## src/rtl/ep_pkg.sv

```systemverilog
package ep_pkg;

  localparam int REG_AW = 2;

  localparam logic [REG_AW-1:0] REG_DIR  = 2'd0;
  localparam logic [REG_AW-1:0] REG_EN   = 2'd1;
  localparam logic [REG_AW-1:0] REG_MODE = 2'd2;
  localparam logic [REG_AW-1:0] REG_FLAG = 2'd3;

  typedef enum logic [1:0] {
    TRIG_LEVEL = 2'b00,
    TRIG_RISE  = 2'b01,
    TRIG_FALL  = 2'b10,
    TRIG_BOTH  = 2'b11
  } trig_e;

  // Does the transition prev->cur qualify under trigger mode m?
  function automatic logic edge_hit(trig_e m, logic prev, logic cur);
    logic up;
    logic down;
    up   = !prev && cur;
    down = prev && !cur;
    case (m)
      TRIG_RISE: return up;
      TRIG_FALL: return down;
      TRIG_BOTH: return up || down;
      default:   return 1'b0;
    endcase
  endfunction

  // Next flag value: level mode mirrors the active-low pin,
  // edge modes are sticky with edge beating a same-cycle clear.
  function automatic logic next_flag(trig_e m, logic cur, logic hit,
                                     logic clr, logic flag);
    if (m == TRIG_LEVEL) return !cur;
    if (hit)             return 1'b1;
    if (clr)             return 1'b0;
    return flag;
  endfunction

endpackage

```

## src/rtl/ep_sync.sv

```systemverilog
module ep_sync #(
  parameter int W = 8
) (
  input  logic         clk,
  input  logic         rst_n,
  input  logic [W-1:0] async_in,
  output logic [W-1:0] sync_out
);

  logic [W-1:0] stage1_q;

  // Idle level of an active-low source is high.
  always_ff @(posedge clk or negedge rst_n) begin
    if (!rst_n) begin
      stage1_q <= '1;
      sync_out <= '1;
    end else begin
      stage1_q <= async_in;
      sync_out <= stage1_q;
    end
  end

endmodule

```

## src/rtl/ep_regs.sv

```systemverilog
module ep_regs
  import ep_pkg::*;
#(
  parameter int NPINS = 8
) (
  input  logic                 clk,
  input  logic                 rst_n,
  input  logic                 bus_wr,
  input  logic [REG_AW-1:0]    bus_addr,
  input  logic [2*NPINS-1:0]   bus_wdata,
  input  logic [NPINS-1:0]     flags_in,
  output logic [NPINS-1:0]     dir_q,
  output logic [NPINS-1:0]     en_q,
  output logic [2*NPINS-1:0]   mode_q,
  output logic [NPINS-1:0]     clr_mask,
  output logic [2*NPINS-1:0]   rdata
);

  localparam int DW = 2 * NPINS;

  logic wr_dir;
  logic wr_en;
  logic wr_mode;
  logic wr_flag;

  assign wr_dir  = bus_wr && (bus_addr == REG_DIR);
  assign wr_en   = bus_wr && (bus_addr == REG_EN);
  assign wr_mode = bus_wr && (bus_addr == REG_MODE);
  assign wr_flag = bus_wr && (bus_addr == REG_FLAG);

  always_ff @(posedge clk or negedge rst_n) begin
    if (!rst_n) begin
      dir_q  <= '0;
      en_q   <= '0;
      mode_q <= '0;
    end else begin
      if (wr_dir)  dir_q  <= bus_wdata[NPINS-1:0];
      if (wr_en)   en_q   <= bus_wdata[NPINS-1:0];
      if (wr_mode) mode_q <= bus_wdata;
    end
  end

  // Write-one-to-clear pulse toward the channels.
  assign clr_mask = wr_flag ? bus_wdata[NPINS-1:0] : '0;

  always_comb begin
    case (bus_addr)
      REG_DIR:  rdata = DW'(dir_q);
      REG_EN:   rdata = DW'(en_q);
      REG_MODE: rdata = mode_q;
      default:  rdata = DW'(flags_in);
    endcase
  end

  a_r2_dir_store: assert property (@(posedge clk) disable iff (!rst_n)
    wr_dir |=> (dir_q == $past(bus_wdata[NPINS-1:0])));

  a_r4_mode_store: assert property (@(posedge clk) disable iff (!rst_n)
    wr_mode |=> (mode_q == $past(bus_wdata)));

  a_r3_en_hold: assert property (@(posedge clk) disable iff (!rst_n)
    !wr_en |=> $stable(en_q));

endmodule

```

## src/rtl/ep_chan.sv

```systemverilog
module ep_chan
  import ep_pkg::*;
(
  input  logic  clk,
  input  logic  rst_n,
  input  logic  sync_lvl,
  input  trig_e mode,
  input  logic  clr,
  output logic  flag_q
);

  logic prev_q;
  logic edge_seen;

  assign edge_seen = edge_hit(mode, prev_q, sync_lvl);

  always_ff @(posedge clk or negedge rst_n) begin
    if (!rst_n) begin
      prev_q <= 1'b1;
      flag_q <= 1'b0;
    end else begin
      prev_q <= sync_lvl;
      flag_q <= next_flag(mode, sync_lvl, edge_seen, clr, flag_q);
    end
  end

  // a qualifying edge always leaves the flag set
  a_r5_edge_sets: assert property (@(posedge clk) disable iff (!rst_n)
    edge_seen |=> flag_q);

  a_r7_clear_no_edge: assert property (@(posedge clk) disable iff (!rst_n)
    (mode != TRIG_LEVEL && clr && !edge_seen) |=> !flag_q);

  a_r7_sticky: assert property (@(posedge clk) disable iff (!rst_n)
    (mode != TRIG_LEVEL && !clr && !edge_seen) |=> $stable(flag_q));

  a_r8_level_mirror: assert property (@(posedge clk) disable iff (!rst_n)
    (mode == TRIG_LEVEL) |=> (flag_q != $past(sync_lvl)));

endmodule

```

## src/rtl/ep_unit.sv

```systemverilog
module ep_unit
  import ep_pkg::*;
#(
  parameter int NPINS = 8
) (
  input  logic                 clk,
  input  logic                 rst_n,
  input  logic [NPINS-1:0]     pin_in,
  input  logic                 bus_wr,
  input  logic [1:0]           bus_addr,
  input  logic [2*NPINS-1:0]   bus_wdata,
  output logic [2*NPINS-1:0]   bus_rdata,
  output logic [NPINS-1:0]     pin_dir,
  output logic [NPINS-1:0]     irq_req
);

  // Pin 0 is reserved: it is masked out of flags and requests.
  localparam logic [NPINS-1:0] USABLE = {{(NPINS-1){1'b1}}, 1'b0};

  logic [NPINS-1:0]   sync_lvl;
  logic [NPINS-1:0]   raw_flags;
  logic [NPINS-1:0]   flags;
  logic [NPINS-1:0]   en_q;
  logic [2*NPINS-1:0] mode_q;
  logic [NPINS-1:0]   clr_mask;

  ep_sync #(.W(NPINS)) u_sync (
    .clk      (clk),
    .rst_n    (rst_n),
    .async_in (pin_in),
    .sync_out (sync_lvl)
  );

  ep_regs #(.NPINS(NPINS)) u_regs (
    .clk       (clk),
    .rst_n     (rst_n),
    .bus_wr    (bus_wr),
    .bus_addr  (bus_addr),
    .bus_wdata (bus_wdata),
    .flags_in  (flags),
    .dir_q     (pin_dir),
    .en_q      (en_q),
    .mode_q    (mode_q),
    .clr_mask  (clr_mask),
    .rdata     (bus_rdata)
  );

  for (genvar n = 0; n < NPINS; n++) begin : g_chan
    ep_chan u_chan (
      .clk      (clk),
      .rst_n    (rst_n),
      .sync_lvl (sync_lvl[n]),
      .mode     (trig_e'(mode_q[2*n +: 2])),
      .clr      (clr_mask[n]),
      .flag_q   (raw_flags[n])
    );
  end

  assign flags   = raw_flags & USABLE;
  assign irq_req = flags & en_q;

  // no request without its enable bit
  a_r3_gate: assert property (@(posedge clk) disable iff (!rst_n)
    (irq_req & ~en_q) == '0);

  // reserved pin silent (checked against the request port)
  a_r10_pin0_quiet: assert property (@(posedge clk) disable iff (!rst_n)
    !irq_req[0]);

endmodule

```

## config.mk

```make
export PLATFORM = sky130hd
export DESIGN_NAME = ep_unit
export DESIGN_NICKNAME = d
export VERILOG_FILES = /design/src/rtl/ep_pkg.sv /design/src/rtl/ep_sync.sv /design/src/rtl/ep_regs.sv /design/src/rtl/ep_chan.sv /design/src/rtl/ep_unit.sv
export SDC_FILE = /design/constraint.sdc
export NUM_CORES = 1
export LEC_CHECK = 0
export ABC_AREA = 1
export CAP_MARGIN = 20
export CORE_UTILIZATION = 40
export DETAILED_ROUTE_END_ITERATION = 16
export PLACE_DENSITY_LB_ADDON = 0.1
export SYNTH_ARGS = -nofsm -noshare
export SYNTH_HDL_FRONTEND = slang
export SYNTH_SLANG_ARGS = --single-unit
```

## constraint.sdc

```tcl
create_clock -name clk -period 2.8 [get_ports clk]
set_input_delay 0.56 -clock clk [delete_from_list [all_inputs] [get_ports clk]]
set_output_delay 0.56 -clock clk [all_outputs]
set_load 0.03 [all_outputs]
```

# After elaboration in Yosys (flattened, before gate mapping)
# Index checks and enable logic that the tools add are counted.
[classes]
eq_ne = 24
muxes = 93
bitwise_logic = 1
n_reduce_logical = 54
[op_table]
columns = ["op", "n"]
rows = [
  ["2-to-1 mux 1 bit", 84],
  ["one-hot mux 16 bit (3 select lines)", 1],
  ["equality test 2 bit (second input constant)", 16],
  ["one-hot mux 1 bit (3 select lines)", 7],
  ["nonzero test 3 bit", 7],
  ["logical AND 1 bit", 18],
  ["equality test 2 x 1 -> 1 bit (second input constant)", 8],
  ["zero test 2 bit", 8],
  ["zero test 1 bit", 14],
  ["bitwise AND 8 bit", 1],
  ["2-to-1 mux 8 bit", 1],
  ["logical OR 1 bit", 7],
]
[totals]
reg_bits = 62
in_bits = 29
out_inout_bits = 32
elab_cells = 191

# Depth between registers and ports, before layout
[depth]
word_depth = 11
ltp_mapped = 7
ltp_nobuf = 7

# By module
# A second synthesis with hierarchy kept.
[unflattened]
hier_cells = 358
hier_area_um2 = 3076.7
[by_module_without_submodules]
columns = ["module", "instances", "cells_each", "area_each_um2", "seq_area_each_um2"]
rows = [
  ["ep_regs", 1, 193, 1611.5, 800.8],
  ["ep_chan", 7, 19, 140.1, 51.3],
  ["ep_sync", 1, 16, 420.4, 420.4],
  ["ep_unit", 1, 16, 63.8, 0.0],
]

# Worst setup path after synthesis
# No wires, ideal clock.
[synth_timing]
kind = "input port to output port"
start = "in bus_addr[1]"
end = "out bus_rdata[10]"
t_arrival_ns = 1.423
t_required_ns = 2.240
slack_ns = 0.817
stages = 5
n_path_buf = 1
path_cell_list = "buf_6 > inv_6 > nor2_8 > inv_1 > nor2_1"
[synth_via]
elab_chain_len = 2
word_cells_on_any_way = 4
cone_classes = "2 x eq/ne; 1 x mux; 1 x reduce/logical"
[synth_rtl]
columns = ["item", "line_no", "rtl"]
rows = [
  ["start: declaration", "ep_unit.sv:10", "input logic [1:0] bus_addr,"],
  ["equality test 2 bit (tied with other cells)", "ep_regs.sv:47", "case (bus_addr)"],
  ["one-hot mux 16 bit (3 select lines) *", "ep_regs.sv:47", ""],
  ["end: declaration", "ep_unit.sv:12", "output logic [2*NPINS-1:0] bus_rdata,"],
]
# Mark *: on every way between the ends. The rest lies on a longest branch, timed or not.

# Worst setup path after layout
[layout_timing]
start = "in bus_addr[1]"
end = "out bus_rdata[7]"
# Same word-level chain as after synthesis.

==> impl_metrics.json <==
{
  "outcome": "complete, but fails checks",
  "failed_checks": "DRC",
  "total_leakage_power_nw": 1.941,
  "fin_nets": 441,
  "worst_path_max_delay_cell": "sky130_fd_sc_hd__clkdlybuf4s50_1",
  "clock_skew_ns": 0.008881,
  "multiInputGateArea_um2": 1160,
  "syn-num-nets": 372,
  "drive_above_1_share_pct": 23.82,
  "total_power_mw": 2.558,
  "vias_per_cell": 4.635,
  "layout.area.seq_um2": 1528,
  "floorplan.initialDensity_pct": 41.18,
  "fin_crit_sh_pct": 93.87,
  "synthesis.area_per_instance_um2": 9.078,
  "period_needed_ns": 2.628,
  "std_cell_rows": 31,
  "via_count": 2327,
  "post_synth_num_cell_types": 25,
  "cts_resized": 0,
  "wl_um": 6285,
  "max_freq_mhz": 380.5,
  "globalRouteOverflowTotal": 0,
  "drc_marker_count_from_the_first_detailed_route_iteration": 85,
  "tritoncts_clock_tree": "built",
  "sequential_fraction_of_the_synthesis_area_pct": 51.15,
  "drv.max_cap_violation_count": 0,
  "postSynthRegisterBits": 60,
  "timing.critical_path.to_type": "output port",
  "finalHoldWorstSlack_ns": 0.2558,
  "i_o_pin_total": 61,
  "dpl.cell_count": 486,
  "fin_cells": 502,
  "hold_violations": 0,
  "flow.area_growth_from_synthesis_pct": 28.95,
  "timing.max_slew.rel_slack_pct": 56.63,
  "wire_per_inst_um": 12.52,
  "grt_max_degree": 33,
  "nFillCells": 701,
  "slowest_delay_ns": 0.77,
  "clk_path_buf_depth": 2,
  "finalSetupTns_ns": 0,
  "die_y_um": 88.41,
  "cts_inserted_buffers": 9,
  "synthCells": 329,
  "cts_setup_buffers": 0,
  "port-buffer-count": 58,
  "grt_antenna_before_repair": 0,
  "gp_congestion": 0.7980,
  "first_global_vias": 2236,
  "clk_latency_ns": 0.33,
  "drc": 2,
  "worst_hold_check_path_type": "in -> async",
  "n_antenna_cell": 0,
  "critical_path_class": "in -> out",
  "cpMostUsedCell": "sky130_fd_sc_hd__nand2_1",
  "drt_pre_antenna_iters": 12,
  "worst_setup_path_start_kind": "primary input",
  "die_w_um": 88.41,
  "cell_area_reported_after_detailed_placement_um2": 3635,
  "post_synth_instance_area_um2": 2987,
  "cts-htree-levels": 3,
  "worst-slew-pin-transition_ns": 0.6505,
  "final_hpwl_from_detailed_placement_um": 4544,
  "first_pass_grt_wire_length_um": 10430,
  "detail-route-antenna-nets": 0,
  "cts_num_sinks": 60,
  "power_density_nw_per_um2": 664.3,
  "grt_use_total_pct": 18.19,
  "cp_cell_sequence": "clkdlybuf4s50_1 > nand2_1 > inv_1 > nand2_1 > nand4_1 > buf_4",
  "crit_fanout": 7,
  "finalMaxSlewViolations": 0,
  "critical_path_required_ns": 2.24,
  "cts.reportedPaths.clkPinSlew_ns": 0.06,
  "ctsRootBufferMaster": "sky130_fd_sc_hd__clkbuf_8",
  "placeableCoreArea_um2": 7253,
  "irDropWorstVdd_v": 0.0003390,
  "setup_viol_count_final": 0,
  "worst_ep_arrival_time_ns": 2.07,
  "post-route-cell-area_um2": 3851,
  "post_cts_hold_buffer_count": 0,
  "design.die.area_um2": 7816,
  "synth-warning-count": 0,
  "grt_setup_unrepaired": "no"
}
[flip-flops by register name (all words and copies together) (netlist names)]
register and count:
u_sync.sync_out 7, u_sync.stage1_q 7, g_chan.u_chan.prev_q 7, u_regs.mode_q 16, g_chan.u_chan.flag_q 7, u_regs.dir_q 8, u_regs.en_q 8
[placed cells by master, fill, tap and decap left out, types with 2 or more instances in the layout]
cell type | netlist | layout
sky130_fd_sc_hd__nand2_1 | 94 | 94
sky130_fd_sc_hd__inv_1 | 53 | 53
sky130_fd_sc_hd__clkdlybuf4s50_1 | 0 | 41
sky130_fd_sc_hd__dfrtp_1 | 39 | 39
sky130_fd_sc_hd__buf_4 | 2 | 24
sky130_fd_sc_hd__dfstp_2 | 21 | 21
sky130_fd_sc_hd__nand4_1 | 14 | 14
sky130_fd_sc_hd__ha_1 | 14 | 14
sky130_fd_sc_hd__nor2_1 | 13 | 13
sky130_fd_sc_hd__o21ai_2 | 13 | 13
sky130_fd_sc_hd__clkbuf_8 | 0 | 10
sky130_fd_sc_hd__nand3_1 | 8 | 8
sky130_fd_sc_hd__a21oi_2 | 8 | 8
sky130_fd_sc_hd__nor2_2 | 7 | 7
sky130_fd_sc_hd__o21ai_0 | 7 | 7
sky130_fd_sc_hd__nor3_1 | 7 | 7
sky130_fd_sc_hd__a21oi_1 | 7 | 7
sky130_fd_sc_hd__o21ai_1 | 4 | 4
sky130_fd_sc_hd__nand3b_1 | 4 | 4
sky130_fd_sc_hd__clkinv_2 | 0 | 3
sky130_fd_sc_hd__nor2_8 | 2 | 2
sky130_fd_sc_hd__nand2_4 | 2 | 2
sky130_fd_sc_hd__bufinv_16 | 0 | 2
[layer usage]
layer  GRT usage [%]  wire length, µm  part of all wire, %  vias to the layer above
met2           28.88             2957                   47                       53
met4           6.598               65                  1.0                        0
li1                -                -                    -                     1168
met1           23.04             2947                   47                     1099
met5               0                0                    0                        -
met3           6.343              314                  5.0                        7
[metrics by stage]
stage / utilization (%) / setup slack (ns)
final: 53.10 / 0.1718
after CTS: 53.10 / 0.1626
after detailed placement: 50.11 / 0.1772
after floorplan: - / 0.8170
after global placement: 50.11 / 0.1908
after global routing: 53.10 / 0.04897
[power breakdown]
part           total [mW]  switching [mW]  internal, mW  leakage, nW
clock               0.853           0.332         0.521        0.113
sequential           1.09          0.0941         0.991        0.677
combinational       0.620           0.364         0.256         1.15
total                2.56           0.791          1.77         1.94
[critical path, delay by kind of cell]
kind                   cells  cell delay (ns)
AND/OR/NAND/NOR            3             0.32
buffers and inverters      3             1.19
[cell families (layout without fill, tap and decap cells)]
family | after synthesis | in the layout | synth area share (%)
other | 1 | 1 | 0.1256
and+or+nand+nor | 152 | 152 | 23.67
adders and majority gates | 14 | 14 | 5.865
buffers and inverters | 63 | 137 | 10.01
AOI/OAI and AO/OA | 39 | 39 | 9.175
DFF | 60 | 60 | 51.15
[cells in the mapped netlist]
master	number	area, µm²
sky130_fd_sc_hd__dfrtp_1	39	975.9
sky130_fd_sc_hd__buf_6	5	56.30
sky130_fd_sc_hd__inv_6	1	8.760
sky130_fd_sc_hd__a21oi_2	8	70.07
sky130_fd_sc_hd__inv_1	53	198.9
sky130_fd_sc_hd__nand2_4	2	22.52
sky130_fd_sc_hd__o21ai_1	4	20.02
sky130_fd_sc_hd__nor2_8	2	40.04
sky130_fd_sc_hd__nand3_1	8	40.04
sky130_fd_sc_hd__dfstp_2	21	551.8
sky130_fd_sc_hd__o21ai_2	13	113.9
sky130_fd_sc_hd__nand2_1	94	352.8
sky130_fd_sc_hd__nor3_1	7	35.03
sky130_fd_sc_hd__a21oi_1	7	35.03
sky130_fd_sc_hd__conb_1	1	3.750
sky130_fd_sc_hd__ha_1	14	175.2
sky130_fd_sc_hd__nand2_2	1	6.260
sky130_fd_sc_hd__o21ai_0	7	35.03
sky130_fd_sc_hd__buf_8	1	15.01
sky130_fd_sc_hd__buf_4	2	15.01
sky130_fd_sc_hd__nand3b_1	4	30.03
sky130_fd_sc_hd__nand4_1	14	87.58
sky130_fd_sc_hd__buf_2	1	5.000
sky130_fd_sc_hd__nor2_1	13	48.80
sky130_fd_sc_hd__nor2_2	7	43.79
[layout make-up]
type                    instances  area share, %
clock buffers                  11          3.671
clock inverters                 5          1.949
multi-input cells             206          30.12
flip-flops and latches         60          39.67
repair buffers                 67          15.98
well taps                      99          3.216
inverters                      54          5.393
[final timing paths]
path	from	to	slack, ns	cells after the start
worst min-delay path	rst_n	u_regs.mode_q[8]	0.26	1
min in group clk	u_sync.stage1_q[4]	u_sync.sync_out[4]	0.35	0
max in group asynchronous	rst_n	g_chan[1].u_chan.prev_q	1.87	2
worst min register to register	u_sync.stage1_q[4]	u_sync.sync_out[4]	0.35	0
worst max register to register	g_chan[2].u_chan.prev_q	g_chan[2].u_chan.flag_q	1.55	7
worst max-delay path	bus_addr[1]	bus_rdata[7]	0.17	6
No activity file was read; power rests on OpenSTA's default activity.
